--- src/rtl/can_sup_pkg.sv ---
package can_sup_pkg;
  typedef enum logic [1:0] {
    ST_ACTIVE  = 2'd0,
    ST_BUSOFF  = 2'd1,
    ST_POWERUP = 2'd2,
    ST_SWINIT  = 2'd3
  } sup_state_e;
endpackage

--- src/rtl/can_seq_cnt.sv ---
// Counts inc_i events up to LIMIT, pulses done_o on the last one and wraps.
module can_seq_cnt #(
  parameter int LIMIT = 11
) (
  input  logic clk_i,
  input  logic rst_ni,
  input  logic clr_i,
  input  logic inc_i,
  input  logic restart_i,
  output logic done_o
);
  localparam int W = (LIMIT > 1) ? $clog2(LIMIT) : 1;
  localparam logic [W-1:0] LAST = W'(LIMIT - 1);

  logic [W-1:0] cnt_q;

  assign done_o = inc_i && !clr_i && (cnt_q == LAST);

  always_ff @(posedge clk_i or negedge rst_ni) begin
    if (!rst_ni)        cnt_q <= '0;
    else if (clr_i)     cnt_q <= '0;
    else if (restart_i) cnt_q <= '0;
    else if (inc_i)     cnt_q <= done_o ? '0 : cnt_q + 1'b1;
  end

  p_cnt_range_r4: assert property (@(posedge clk_i) disable iff (!rst_ni)
    cnt_q <= LAST);
  p_restart_r4: assert property (@(posedge clk_i) disable iff (!rst_ni)
    restart_i |=> cnt_q == '0);
endmodule

--- src/rtl/can_warn_cmp.sv ---
module can_warn_cmp #(
  parameter int CNT_W   = 9,
  parameter int WARN_LO = 96,
  parameter int WARN_HI = 128
) (
  input  logic [CNT_W-1:0] tec_i,
  input  logic [CNT_W-1:0] rec_i,
  input  logic             thr_mode_i,
  output logic             warn_o
);
  localparam logic [CNT_W-1:0] LO = CNT_W'(WARN_LO);
  localparam logic [CNT_W-1:0] HI = CNT_W'(WARN_HI);

  logic warn_lo, warn_hi;
  assign warn_lo = (tec_i > LO) || (rec_i > LO);
  assign warn_hi = (tec_i >= HI) || (rec_i >= HI);
  assign warn_o  = thr_mode_i ? warn_hi : warn_lo;

  always_comb begin
    if (!thr_mode_i && tec_i <= LO && rec_i <= LO)
      p_warn_quiet_r8: assert (!warn_o);
  end
endmodule

--- src/rtl/can_busoff_supervisor.sv ---
module can_busoff_supervisor
  import can_sup_pkg::*;
#(
  parameter int CNT_W      = 9,
  parameter int BUSOFF_LIM = 256,
  parameter int RUN_LEN    = 11,
  parameter int RUN_COUNT  = 128,
  parameter int WARN_LO    = 96,
  parameter int WARN_HI    = 128
) (
  input  logic             clk_i,
  input  logic             rst_ni,
  input  logic [CNT_W-1:0] tec_i,
  input  logic [CNT_W-1:0] rec_i,
  input  logic             bit_stb_i,
  input  logic             bit_rec_i,
  input  logic             thr_mode_i,
  input  logic             host_wr_i,
  input  logic             host_wdata_i,
  output logic             bus_off_o,
  output logic             warn_o,
  output logic             swinit_o,
  output logic             cnt_clr_o,
  output logic             msg_en_o
);
  localparam logic [CNT_W:0] LIM = (CNT_W+1)'(BUSOFF_LIM);

  sup_state_e state_q, state_d;
  logic       cnt_clr_q;
  logic       run_active, run_done, blk_done, tec_limit;

  assign run_active = (state_q == ST_BUSOFF) || (state_q == ST_POWERUP);
  assign tec_limit  = {1'b0, tec_i} >= LIM;

  can_seq_cnt #(.LIMIT(RUN_LEN)) u_run (
    .clk_i     (clk_i),
    .rst_ni    (rst_ni),
    .clr_i     (!run_active),
    .inc_i     (bit_stb_i && bit_rec_i),
    .restart_i (bit_stb_i && !bit_rec_i),
    .done_o    (run_done)
  );

  // Completed runs survive dominant bits; only leaving BUSOFF clears them.
  can_seq_cnt #(.LIMIT(RUN_COUNT)) u_blk (
    .clk_i     (clk_i),
    .rst_ni    (rst_ni),
    .clr_i     (state_q != ST_BUSOFF),
    .inc_i     (run_done),
    .restart_i (1'b0),
    .done_o    (blk_done)
  );

  can_warn_cmp #(.CNT_W(CNT_W), .WARN_LO(WARN_LO), .WARN_HI(WARN_HI)) u_warn (
    .tec_i      (tec_i),
    .rec_i      (rec_i),
    .thr_mode_i (thr_mode_i),
    .warn_o     (warn_o)
  );

  always_comb begin
    state_d = state_q;
    unique case (state_q)
      ST_ACTIVE, ST_SWINIT: begin
        if (tec_limit)      state_d = ST_BUSOFF;
        else if (host_wr_i) state_d = host_wdata_i ? ST_SWINIT : ST_ACTIVE;
      end
      ST_BUSOFF:  if (blk_done) state_d = ST_POWERUP;
      ST_POWERUP: if (run_done) state_d = ST_SWINIT;
      default:    state_d = ST_SWINIT;
    endcase
  end

  always_ff @(posedge clk_i or negedge rst_ni) begin
    if (!rst_ni) begin
      state_q   <= ST_SWINIT;
      cnt_clr_q <= 1'b0;
    end else begin
      state_q   <= state_d;
      cnt_clr_q <= (state_q == ST_POWERUP) && run_done;
    end
  end

  assign bus_off_o = run_active;
  assign swinit_o  = (state_q == ST_SWINIT);
  assign msg_en_o  = (state_q == ST_ACTIVE);
  assign cnt_clr_o = cnt_clr_q;

  p_busoff_entry_r2: assert property (@(posedge clk_i) disable iff (!rst_ni)
    (!bus_off_o && tec_limit) |=> (bus_off_o && !swinit_o));
  p_no_msg_busoff_r3: assert property (@(posedge clk_i) disable iff (!rst_ni)
    bus_off_o |-> !msg_en_o);
  p_exit_swinit_r4: assert property (@(posedge clk_i) disable iff (!rst_ni)
    $fell(bus_off_o) |-> (swinit_o && cnt_clr_o));
  p_clr_single_r5: assert property (@(posedge clk_i) disable iff (!rst_ni)
    cnt_clr_o |=> !cnt_clr_o);
  p_msg_needs_release_r6: assert property (@(posedge clk_i) disable iff (!rst_ni)
    msg_en_o |-> !swinit_o);
  p_swinit_low_busoff_r7: assert property (@(posedge clk_i) disable iff (!rst_ni)
    bus_off_o |-> !swinit_o);
endmodule

--- config.mk ---
export PLATFORM = sky130hd
export DESIGN_NAME = can_busoff_supervisor
export DESIGN_NICKNAME = d
export VERILOG_FILES = /design/src/rtl/can_sup_pkg.sv /design/src/rtl/can_seq_cnt.sv /design/src/rtl/can_warn_cmp.sv /design/src/rtl/can_busoff_supervisor.sv
export SDC_FILE = /design/constraint.sdc
export NUM_CORES = 1
export LEC_CHECK = 0
export BUFFER_PORTS_ARGS = -buffer_cell sky130_fd_sc_hd__buf_2
export CAP_MARGIN = 20
export CORE_AREA = 4 4 54 56
export DETAILED_ROUTE_END_ITERATION = 8
export DIE_AREA = 0 0 58 60
export PLACE_DENSITY = 0.65
export SLEW_MARGIN = 40
export SYNTH_ARGS = -nofsm -noshare
export SYNTH_HDL_FRONTEND = slang
export SYNTH_HIERARCHICAL = 1
export SYNTH_SLANG_ARGS = --single-unit
export TNS_END_PERCENT = 100
--- constraint.sdc ---
create_clock -name clk_i -period 3.1 [get_ports clk_i]
set_clock_uncertainty 0.2 [all_clocks]
set_input_delay 0.465 -clock clk_i [delete_from_list [all_inputs] [get_ports clk_i]]
set_output_delay 0.465 -clock clk_i [all_outputs]
set_load 0.03 [all_outputs]
# == After elaboration in Yosys (flattened, before gate mapping) ==
# Cells that the tools add are included.
# totals
reg_bits,14
input_bits,25
output_inout_bits,5
# classes
add_sub_neg,2
n_lt_le_gt_ge,5
n_eq_ne,10
mux,14
reduce_logical,16
# op_table
operator,n
$mux W7,3
$ge A9 B8 Y1 const B,2
$gt A9 B7 Y1 const B,2
$mux W4,4
$mux W2,5
$ge A9 B9 Y1 const B,1
$add A7 B1 Y7 const B,1
$eq A7 B7 Y1 const B,1
$logic_and A1 B1 Y1,7
$pmux W2 S3,1
$add A4 B1 Y4 const B,1
$eq A2 B2 Y1 const B,2
$eq A4 B4 Y1 const B,1
$ne A2 B1 Y1 const B,2
$logic_or A1 B1 Y1,3
$ne A3 B1 Y1 const B,1
$ne A3 B3 Y1 const B,1
$reduce_and A3 Y1,1
$eq A2 B1 Y1 const B,1
$logic_not A1 Y1,2
$logic_not A2 Y1,1
$ne A2 B2 Y1 const B,1
$reduce_bool A2 Y1,1
$reduce_or A2 Y1,1
$mux W1,1

# == Logic depth before layout (Yosys ltp) ==
# depth
ltp_word,9
mapped_depth,9
depth_no_buf,9

# == Modules after synthesis ==
# The synthesis kept the hierarchy.
# by_module_without_submodules
module,n_inst,cells_per_inst,area_each_um2,seq_area_each_um2
can_seq_cnt at u_blk,1,40,374.1,175.2
can_busoff_supervisor,1,28,264.0,77.6
can_seq_cnt at u_run,1,26,250.2,100.1
can_warn_cmp,1,8,50.0,0.0

# == Worst setup path after synthesis ==
# Ideal clock, no wire load.
# synth_timing
path_type,reg-to-reg
from,register state_q[0]
to,register state_q[0]
arrival_time_ns,3.013
slack_ns,-0.195
stages_incl_launch_ff,10
path_buffers,0
period_less_slack_ns,3.295
path_cell_list,dfstp_2 inv_1 ha_1 inv_1 nor3b_1 inv_1 nor4_1 nor2b_2 a211oi_2 mux2_2
# synth_between
elab_chain_cells,8
word_cells_on_any_way,17
cone_classes,eq/ne: 7; mux: 1; reduce/logical: 9
# synth_rtl
item,line,source
"start, declared",can_busoff_supervisor.sv:28,"sup_state_e state_q, state_d;"
"start signal, assigned",can_busoff_supervisor.sv:79,state_q <= state_d;
$eq A2 B1 Y1 or $eq A2 B2 Y1 (tied branches),can_busoff_supervisor.sv:32,assign run_active = (state_q == ST_BUSOFF) || (state_q == ST_POWERUP);
$logic_or A1 B1 Y1 *,can_busoff_supervisor.sv:32,
net bus_off_o,can_busoff_supervisor.sv:20,"output logic bus_off_o,"
$logic_and A1 B1 Y1 * (2 in series),can_seq_cnt.sv:17,assign done_o = inc_i && !clr_i && (cnt_q == LAST);
net run_done,can_busoff_supervisor.sv:30,"logic run_active, run_done, blk_done, tec_limit;"
$logic_and A1 B1 Y1 * (2 in series),can_seq_cnt.sv:17,
net blk_done,can_busoff_supervisor.sv:30,
$ne A2 B1 Y1 (no line) *,n/a,
$reduce_and A3 Y1 (no line) *,n/a,
# The timed path passes the listed nets; every way through them passes the cells marked *.
# A chain may end at the register's enable or synchronous reset.

# == Worst setup path in the final report ==
# layout_timing
from,register state_q[0]
to,register state_q[0]
# layout_between
elab_chain_cells,8
word_cells_on_any_way,17
cone_classes,eq/ne: 7; mux: 1; reduce/logical: 9
# layout_rtl
item,line
$eq A2 B1 Y1 or $eq A2 B2 Y1 (tied branches),can_busoff_supervisor.sv:32
$logic_or A1 B1 Y1 *,can_busoff_supervisor.sv:32
$logic_and A1 B1 Y1 * (2 in series),can_seq_cnt.sv:17
net run_done,can_busoff_supervisor.sv:30
$logic_and A1 B1 Y1 * (2 in series),can_seq_cnt.sv:17
net blk_done,can_busoff_supervisor.sv:30
$ne A2 B1 Y1 (no line) *,n/a
$reduce_and A3 Y1 (no line) *,n/a
# Marked as above.

==> run summary <==
The analysis attributes to cell leakage a power of 0.5405 nW. The detailed-route via count is 837. The all-layer global routing usage is 13.60%. The later pin in the worst-skew pair is clocked with a latency of 270 ps.

The worst hold path class is register to register. Sorting the synthesized cells by area gives the leading types as sky130_fd_sc_hd__dfrtp_1, sky130_fd_sc_hd__ha_1, sky130_fd_sc_hd__dfstp_2. STA puts the critical path data arrival time at 2620 ps. The portion of the post-synthesis area used by sequential elements is 37.60%. The flow ran to the end, and the final reports show no timing, DRC or antenna violations. The final count of pins violating max slew was 0. The slowest cell on the critical path is sky130_fd_sc_hd__dfstp_2. The reg2reg setup slack is 480 ps. The highest clock frequency the design can meet is 381.4 MHz. The worst register-to-register path begins at state_q[0]. The core region area came out at 2432 um^2.

The effective utilization at floorplan is 38.58%. The post-detailed-placement half-perimeter wirelength came out at 1.669 mm. The worst reg2reg path depth is 9. By count the netlist is led by sky130_fd_sc_hd__dfrtp_1, sky130_fd_sc_hd__nand2_1, sky130_fd_sc_hd__inv_1. The total power per unit cell area is 588.9 nW/um^2. Yosys instantiated no cell more often than sky130_fd_sc_hd__dfrtp_1. The wire length of the first global-routing pass came out at 3.601 mm. The die is 60 um tall. The cell that appears most often on the critical path is sky130_fd_sc_hd__inv_1. The most used flip-flop cell after synthesis is sky130_fd_sc_hd__dfrtp_1. The biggest area contributor in the post-synthesis netlist is sky130_fd_sc_hd__dfrtp_1. The net count after synthesis is 135.

The worst path required time came out at 3100 ps. The maximum vdd drop is 0.4672 mV. The via count of the first global-routing pass is 823. The number of setup buffers added after CTS is 0.

The synthesis warning total is 6. In this run the most critical hold path is launched from u_blk/cnt_q[5]. The setup TNS after final layout came out at 0 ps. The number of iterations in the first detailed-routing pass came out at 4. STA classifies the critical path endpoint as a register. The number of sinks driven by the clock tree came out at 14. The number of enable-type register cells in the synthesized netlist came out at 0. The pin count of the biggest net entering global routing is 15.

The worst setup path is of the register to register kind. The count of mapped cells out of synthesis is 102. The tree is rooted in a sky130_fd_sc_hd__clkbuf_4. The maximum buffer depth of the clock tree is 2. Setup violations remaining at the end of the flow were counted as 0.

The register bit total from synthesis came out at 14. The detail-routed net length per standard cell came out at 12.25 um. The routability congestion estimate came out at 0.8035. The die is 58 um wide. The fraction of layout cells with a size suffix above 1 came out at 33.82%. The maximum net fanout on the critical path came out at 5. The count of different cell masters after synthesis came out at 42.

The delay of the slowest cell on the worst path is 560 ps. The number of hold violations in the final report came out at 0. The floorplan has 18 rows. The netlist area before placement is 938.4 um^2.

The repair_antennas step left the layout with diodes totalling 0. Max-cap violations in this run came to 0. TritonCTS built the clock tree. The overall die area is 3480 um^2. The endpoint identified for the worst register-to-register timing path is state_q[0]. Pin placement for this block handled 30 I/O pins. The number of violations reported at the end of detailed-routing iteration 0 is 8.

Along the worst hold path, the cell count comes to 1. The total congestion overflow after global routing came out at 0. A synthesized cell averages 9.200 um^2. The number of H-tree branching levels is 1. In this run the tool buffered the top-level ports with 29 buffer cells. The critical path goes through inv_1 > ha_1 > inv_1 > nor3b_2 > inv_1 > nor4_1 > nor2b_2 > a211oi_2 > mux2_2. The worst setup path is launched from a register.

The clock-pin slew reported for the worst setup and hold paths after clock tree synthesis is 80 ps. After clock tree synthesis, the repair step resized 0 gates. The share of the clock period used by the worst path is 84.58%. The number of non-filler instances in the completed layout came out at 166. Counting the buffers created by CTS gives 3.

The cell total after placement is 161. After detailed routing, the number of vias per cell comes to 5.042. The final wirelength is 2.033 mm.

The hold buffer count at cts is 1. The time the worst path needs with I/O delays and setup came out at 2622 ps. The initial antenna violation count came out at 0. The signed area change from the synthesized netlist to the final layout is 25.33%. After detailed routing, the number of remaining DRC violations is 0.

Overall power consumption after layout is estimated at 0.6926 mW. The remaining antenna violation count came out at 0. After synthesis, the largest area contributor takes up 32.00% of total cell area. The net count reported at finish is 170. The path with the worst hold slack has its endpoint at u_blk/cnt_q[5]. Setup repair after global routing left no endpoint under its margin.

The share of flip-flops with an asynchronous set or reset after synthesis is 100.0%.
[routing by layer]
layer,part of all wire (%),vias to the layer above,track usage [%]
met5,0,-,0
met2,52,6,22.26
met1,45,397,16.64
met3,2.7,2,4.320
li1,-,432,-
met4,0.74,0,5.298
[final cells by class]
type,count,area (um^2)
Fill cell,244,1256
Multi-Input combinational cell,78,553.0
Sequential cell,14,352.8
Timing Repair Buffer,31,162.7
Tap cell,30,37.54
Clock buffer,4,36.28
Inverter,9,33.78
[critical path: cells and delay by family (launching register included)]
| kind | cells | cell delay, ps |
|---|---|---|
| muxes | 1 | 360 |
| and+or+nand+nor | 3 | 610 |
| AOI/OAI and AO/OA | 1 | 170 |
| buffers and inverters | 3 | 290 |
| DFF | 1 | 560 |
| adders and majority gates | 1 | 350 |
[kinds of logic (layout without fill, tap and decap cells)]
logic type	after synthesis	count (layout)	share of synthesized area (%)
multiplexers	2	2	2.267
buffers and inverters	10	44	3.999
other	1	1	0.3996
adder cells (fa/ha/maj)	8	8	10.67
XOR/XNOR	2	2	1.867
AO/OA/AOI/OAI	22	22	15.87
AND/OR/NAND/NOR	43	43	27.33
flip-flops	14	14	37.60
[cells in the final DEF, fill, tap and decap left out, drive strengths merged, types with 2 or more instances in the layout]
cell type  count
nand4          2
dfstp          2
clkbuf         4
xor2           2
buf           30
nor4           2
inv            9
nand2         10
o21ai          5
nand3          3
nor2b          4
or3            2
dfrtp         12
or4            2
nor2           6
or2            2
a21oi          6
nand3b         2
ha             8
nand2b         2
and2           2
a31oi          2
[worst max path at each step]
| stage | startpoint | end | slack, ps | cells after the start |
|---|---|---|---|---|
| 2_1_floorplan | state_q[0] | state_q[0] | 110 | 9 |
| 3_5_place_dp | state_q[0] | state_q[0] | 440 | 9 |
| 6_report | state_q[0] | state_q[0] | 480 | 9 |
| 5_1_grt | state_q[0] | state_q[0] | 240 | 9 |
| 3_3_place_gp | state_q[0] | state_q[0] | 560 | 9 |
| 4_1_cts | state_q[0] | state_q[0] | 440 | 9 |
[registers in the layout (all words and copies together), names as in the netlist]
signal,count
u_blk/cnt_q,7
u_run/cnt_q,4
state_q,2
cnt_clr_o,1
[metrics by stage]
step / hold slack, ps / instance area [um^2] / utilization, % / setup WS (ps)
floorplan: -30.59 / 943.4 / - / 107.9
global placement: 179.4 / 1130 / 46.45 / 563.7
detailed placement: 178.4 / 1130 / 46.45 / 441.9
CTS: 321.2 / 1176 / 48.35 / 438.6
global route: 348.4 / 1176 / 48.35 / 239.9
finish: 323.4 / 1176 / 48.35 / 478.1
[report_power, final]
group / switching (mW) / internal [mW]
Sequential: 0.0224 / 0.215
Combinational: 0.200 / 0.130
Clock: 0.0547 / 0.0713
Total: 0.277 / 0.416
(Power assumes the default switching activity.)
